==> config.mk <==
export PLATFORM = sky130hd
export DESIGN_NAME = scl_recovery_seq
export DESIGN_NICKNAME = d
export VERILOG_FILES = /design/src/rtl/scl_rec_pkg.sv /design/src/rtl/rec_dwell_timer.sv /design/src/rtl/rec_pulse_count.sv /design/src/rtl/rec_phase_fsm.sv /design/src/rtl/scl_recovery_seq.sv
export SDC_FILE = /design/constraint.sdc
export NUM_CORES = 1
export LEC_CHECK = 0
export BUFFER_PORTS_ARGS = -buffer_cell sky130_fd_sc_hd__buf_2
export CORE_AREA = 2 2 39 41
export CTS_BUF_LIST = sky130_fd_sc_hd__clkbuf_8
export DETAILED_ROUTE_END_ITERATION = 10
export DIE_AREA = 0 0 41 43
export PLACE_DENSITY = 0.68
export RECOVER_POWER = 100
export SYNTH_ARGS = -nofsm -noshare
export SYNTH_HDL_FRONTEND = slang
export SYNTH_SLANG_ARGS = --single-unit
export TNS_END_PERCENT = 1
==> constraint.sdc <==
create_clock -name clk -period 1.6 [get_ports clk]
set_clock_uncertainty 0.2 [all_clocks]
set_input_delay 0.08 -clock clk [delete_from_list [all_inputs] [get_ports clk]]
set_output_delay 0.08 -clock clk [all_outputs]
set_load 0.02 [all_outputs]
==> src/rtl/scl_rec_pkg.sv <==
package scl_rec_pkg;
  typedef enum logic [2:0] {
    PH_IDLE     = 3'd0,
    PH_RELEASE  = 3'd1,
    PH_SCL_LOW  = 3'd2,
    PH_BOTH_LOW = 3'd3,
    PH_SDA_LOW  = 3'd4,
    PH_FINAL    = 3'd5
  } phase_e;
endpackage

==> src/rtl/rec_dwell_timer.sv <==
module rec_dwell_timer #(
  parameter int DWELL = 10
) (
  input  logic clk,
  input  logic rst_n,
  input  logic run,
  output logic tick
);
  localparam int CW = (DWELL < 2) ? 1 : $clog2(DWELL);
  localparam logic [CW-1:0] LAST = CW'(DWELL - 1);

  logic [CW-1:0] cnt;

  assign tick = run && (cnt == LAST);

  always_ff @(posedge clk or negedge rst_n) begin
    if (!rst_n)            cnt <= '0;
    else if (!run || tick) cnt <= '0;
    else                   cnt <= cnt + 1'b1;
  end

  AST_CNT_BOUND: assert property (@(posedge clk) disable iff (!rst_n)
    cnt <= LAST);
endmodule

==> src/rtl/rec_pulse_count.sv <==
module rec_pulse_count #(
  parameter int PULSES = 9
) (
  input  logic clk,
  input  logic rst_n,
  input  logic clear,
  input  logic bump,
  output logic [$clog2(PULSES+1)-1:0] count,
  output logic last
);
  localparam int W = $clog2(PULSES + 1);

  assign last = (count == W'(PULSES - 1));

  always_ff @(posedge clk or negedge rst_n) begin
    if (!rst_n)     count <= '0;
    else if (clear) count <= '0;
    else if (bump)  count <= count + 1'b1;
  end

  AST_PULSE_LIMIT: assert property (@(posedge clk) disable iff (!rst_n)
    count <= W'(PULSES));
endmodule

==> src/rtl/rec_phase_fsm.sv <==
module rec_phase_fsm
  import scl_rec_pkg::*;
(
  input  logic   clk,
  input  logic   rst_n,
  input  logic   start,
  input  logic   tick,
  input  logic   last_pulse,
  output phase_e phase,
  output logic   done
);
  phase_e nxt;

  always_comb begin
    nxt = phase;
    unique case (phase)
      PH_IDLE:     if (start) nxt = PH_RELEASE;
      PH_RELEASE:  if (tick)  nxt = PH_SCL_LOW;
      PH_SCL_LOW:  if (tick)  nxt = last_pulse ? PH_BOTH_LOW : PH_RELEASE;
      PH_BOTH_LOW: if (tick)  nxt = PH_SDA_LOW;
      PH_SDA_LOW:  if (tick)  nxt = PH_FINAL;
      PH_FINAL:    if (tick)  nxt = PH_IDLE;
      default:                nxt = PH_IDLE;
    endcase
  end

  always_ff @(posedge clk or negedge rst_n) begin
    if (!rst_n) begin
      phase <= PH_IDLE;
      done  <= 1'b0;
    end else begin
      phase <= nxt;
      done  <= (phase == PH_FINAL) && tick;
    end
  end

  AST_PHASE_HOLD: assert property (@(posedge clk) disable iff (!rst_n)
    (phase != PH_IDLE && !tick) |=> $stable(phase));
  AST_BUSY_START_IGNORED: assert property (@(posedge clk) disable iff (!rst_n)
    (start && phase != PH_IDLE && !tick) |=> (phase != PH_IDLE));
  AST_DONE_SINGLE: assert property (@(posedge clk) disable iff (!rst_n)
    done |=> !done);
endmodule

==> src/rtl/scl_recovery_seq.sv <==
module scl_recovery_seq
  import scl_rec_pkg::*;
#(
  parameter int CYC_PER_US = 2,
  parameter int DWELL_US   = 5,
  parameter int PULSES     = 9
) (
  input  logic clk,
  input  logic rst_n,
  input  logic start,
  output logic busy,
  output logic done,
  output logic scl_pull,
  output logic sda_pull
);
  localparam int DWELL = CYC_PER_US * DWELL_US;
  localparam int PW    = $clog2(PULSES + 1);

  phase_e          phase;
  logic            tick;
  logic            last_pulse;
  logic [PW-1:0]   pulse_cnt;

  rec_dwell_timer #(.DWELL(DWELL)) u_timer (
    .clk  (clk),
    .rst_n(rst_n),
    .run  (busy),
    .tick (tick)
  );

  rec_pulse_count #(.PULSES(PULSES)) u_pulses (
    .clk  (clk),
    .rst_n(rst_n),
    .clear(phase == PH_IDLE),
    .bump ((phase == PH_SCL_LOW) && tick),
    .count(pulse_cnt),
    .last (last_pulse)
  );

  rec_phase_fsm u_fsm (
    .clk       (clk),
    .rst_n     (rst_n),
    .start     (start),
    .tick      (tick),
    .last_pulse(last_pulse),
    .phase     (phase),
    .done      (done)
  );

  assign busy     = (phase != PH_IDLE);
  assign scl_pull = (phase == PH_SCL_LOW) || (phase == PH_BOTH_LOW);
  assign sda_pull = (phase == PH_BOTH_LOW) || (phase == PH_SDA_LOW);

  AST_SDA_FREE_CLOCKOUT: assert property (@(posedge clk) disable iff (!rst_n)
    (busy && pulse_cnt < PW'(PULSES)) |-> !sda_pull);
  AST_STOP_EDGE: assert property (@(posedge clk) disable iff (!rst_n)
    $fell(sda_pull) |-> !scl_pull);
  AST_DONE_IDLE: assert property (@(posedge clk) disable iff (!rst_n)
    done |-> (!busy && !scl_pull && !sda_pull));
endmodule

==> summary.md <==
| Metric | Value |
|---|---|
| CP Launch Type | `register` |
| Drt pass-1 iters | `4` |
| Number of flops mapped to enable cells by yosys | `0` |
| Final non-filler cell total | `100` |
| Share of the synthesized area in the top cell type | `45.7%` |
| Core area | `0.00138 mm^2` |
| Routed wire per std cell | `13.3 um` |
| Die area | `0.00176 mm^2` |
| Remaining global-route overflow | `0` |
| Via/cell ratio | `5.41` |
| RePlAce Congestion | `0.678` |
| Register area share after synthesis | `45.7%` |
| MaxCap Viol Count | `0` |
| Setup crit end kind | `primary output` |
| Placed Cells | `92` |
| Die X-Extent | `41 um` |
| Pins Over Slew Limit | `0` |
| I/O Buffers | `6` |
| Clock sink count | `12` |
| Syn avg cell area | `9.80 um^2` |
| Power density cells | `1680 mW/mm^2` |
| Count leader, synth | `dfrtp_1` |
| Global-route usage over all layers | `16.9%` |
| Clk buf depth | `2` |
| DRC | `0` |
| Layout cells sized above 1 | `27.4%` |
| Run status | `complete, no violations` |
| Distinct cells, synth | `31` |
| Final setup violation count | `0` |
| Count of final hold-check violations | `0` |
| Max Fclk | `0.626 GHz` |
| Vias in the first global route | `494` |
| Largest fanout on the critical path | `5` |
| Post-DRT Antenna Nets | `0` |
| H-tree depth | `1` |
| Placed wire-length estimate | `934 um` |
| Post-synth top cells | `dfrtp_1, nor2_1, inv_1, nand2_1` |
| Final core utilization | `59.9%` |
| Setup ws final | `0.00252 ns` |
| CTS tree | `yes` |
| Tot Pwr | `0.00139 W` |
| # rows | `14` |
| Initial antenna violation count | `0` |
| DR iter-0 viols | `18` |
| Max transition margin | `55.8%` |
| Nets | `93` |
| #FFs+latches synth | `12` |
| Synthesis-to-layout area growth | `26.1%` |
| Final wirelength | `1.33 mm` |
| Required time of the critical path | `1.32 ns` |
| Post-place setup slack | `-0.0587 ns` |
| Ys flop type | `dfrtp_1` |
| Vias | `541` |
| Clk pin slew, worst setup/hold paths | `0.05 ns` |
| Async set or reset register ratio after synthesis | `100%` |
| Syn Std Cell Area | `657 um^2` |
| Pin count of the biggest net entering global routing | `13` |
| Antenna cells | `0` |
| Area contributors post-synth | `dfrtp_1, ha_1, nor2_1, inv_1, nand2_1` |
| Post-synth net total | `74` |
| Synth area leader | `dfrtp_1` |
| Unrepaired setup endpoints after global routing | `true` |
| # IOs | `7` |
| Worst-Margin Slew | `0.663 ns` |
| Fin crit share | `99.8%` |
| First-pass GRT wire length | `1.97 mm` |
| Post-layout min period | `1.60 ns` |
| Worst EP arrival | `1.32 ns` |
| Critical path class | `register to primary output` |
| Hold Crit Class | `primary input to register` |
| Peak supply drop | `0.991 mV` |
| Pleak | `0.378 nW` |
| Skew-Pair Late Insertion Delay | `0.23 ns` |
| Die Y | `43 um` |
| TritonCTS Buffers | `3` |
| Starting density of the core | `47.5%` |
| Syn Inst Count | `67` |
| Ys Warns | `0` |
| Root Driver | `clkbuf_8` |
registers in the layout (all words and copies together), names as in the netlist:
| name | flops |
|---|---|
| u_fsm.done | 1 |
| u_fsm.phase | 3 |
| u_timer.cnt | 4 |
| u_pulses.count | 4 |
through the flow:
step | hold slack (ns) | area (um^2) | TNS [ns]
6_report | 0.0914 | 828 | 0
5_1_grt | 0.158 | 828 | -0.151
4_1_cts | 0.0392 | 790 | -0.00837
3_5_place_dp | -0.222 | 729 | -0.0587
3_3_place_gp | -0.226 | 729 | 0
2_1_floorplan | -0.416 | 657 | 0
area by class of cell:
cell class	instances	area, um^2
multi-input cells	47	334
inverters	6	22.5
clock buffers	3	41.3
repair buffers	16	110
flip-flops and latches	12	300
fillers	125	556
well taps	16	20.0
timing repair:
item	4_1_cts	5_1_grt
setup endpoints to repair	3	5
hold buffers	1	0
buffers inserted	1	3
pin swaps	1	4
resized for setup	1	6
hold endpoints to repair	12	0
path summary, 6_finish.rpt:
check,start,to,slack [ns],cells after the start
min in group asynchronous,rst_n,u_fsm.phase[2],0.19,2
max in group asynchronous,rst_n,u_timer.cnt[1],0.59,2
hold reg to reg,u_pulses.count[0],u_pulses.count[0],0.34,1
setup reg to reg,u_timer.cnt[1],u_fsm.phase[0],0.05,5
setup / recovery,u_fsm.phase[2],busy,0.003,2
hold / removal,start,u_fsm.phase[0],0.09,3
cells in the final DEF, fill, tap and decap left out, types with 2 or more instances in the layout:
cell type | Yosys | final
o22ai_1 | 2 | 2
nand2_1 | 6 | 6
nand3_1 | 4 | 4
dfrtp_1 | 12 | 12
buf_4 | 0 | 9
a21oi_1 | 2 | 2
inv_1 | 6 | 6
clkbuf_8 | 0 | 3
buf_2 | 0 | 2
ha_1 | 4 | 3
nor2_1 | 8 | 8
clkbuf_1 | 1 | 3
power breakdown:
part / switching [W] / internal [W]
clock: 0.000101 / 0.000165
combinational: 0.000339 / 0.000316
sequential: 0.0000770 / 0.000392
total: 0.000517 / 0.000873
critical path: stages, from the launching register on:
cell,delay (ns)
dfrtp_1,0.41
or3_2,0.50
buf_2,0.17
metal layers:
layer  vias to the layer above  share of wire, %  track usage [%]
li1                        270                 -                -
met1                       256                46             20.5
met2                        13                49             26.3
met3                         2               4.8             3.14
met4                         0              0.68             10.0
met5                         -                 0                0
kinds of logic (layout without fill, tap and decap cells):
| logic type | count (synthesis) | count (layout) | share of synthesized area [%] |
|---|---|---|---|
| AOI/OAI and AO/OA | 11 | 11 | 13.0 |
| xor gates and xnor gates | 2 | 2 | 2.67 |
| adders and majority gates | 4 | 4 | 7.62 |
| buffers and inverters | 8 | 25 | 5.71 |
| DFF | 12 | 12 | 45.7 |
| muxes | 1 | 1 | 1.52 |
| and+or+nand+nor | 29 | 29 | 23.8 |
No activity file was read; power rests on OpenSTA's default activity.
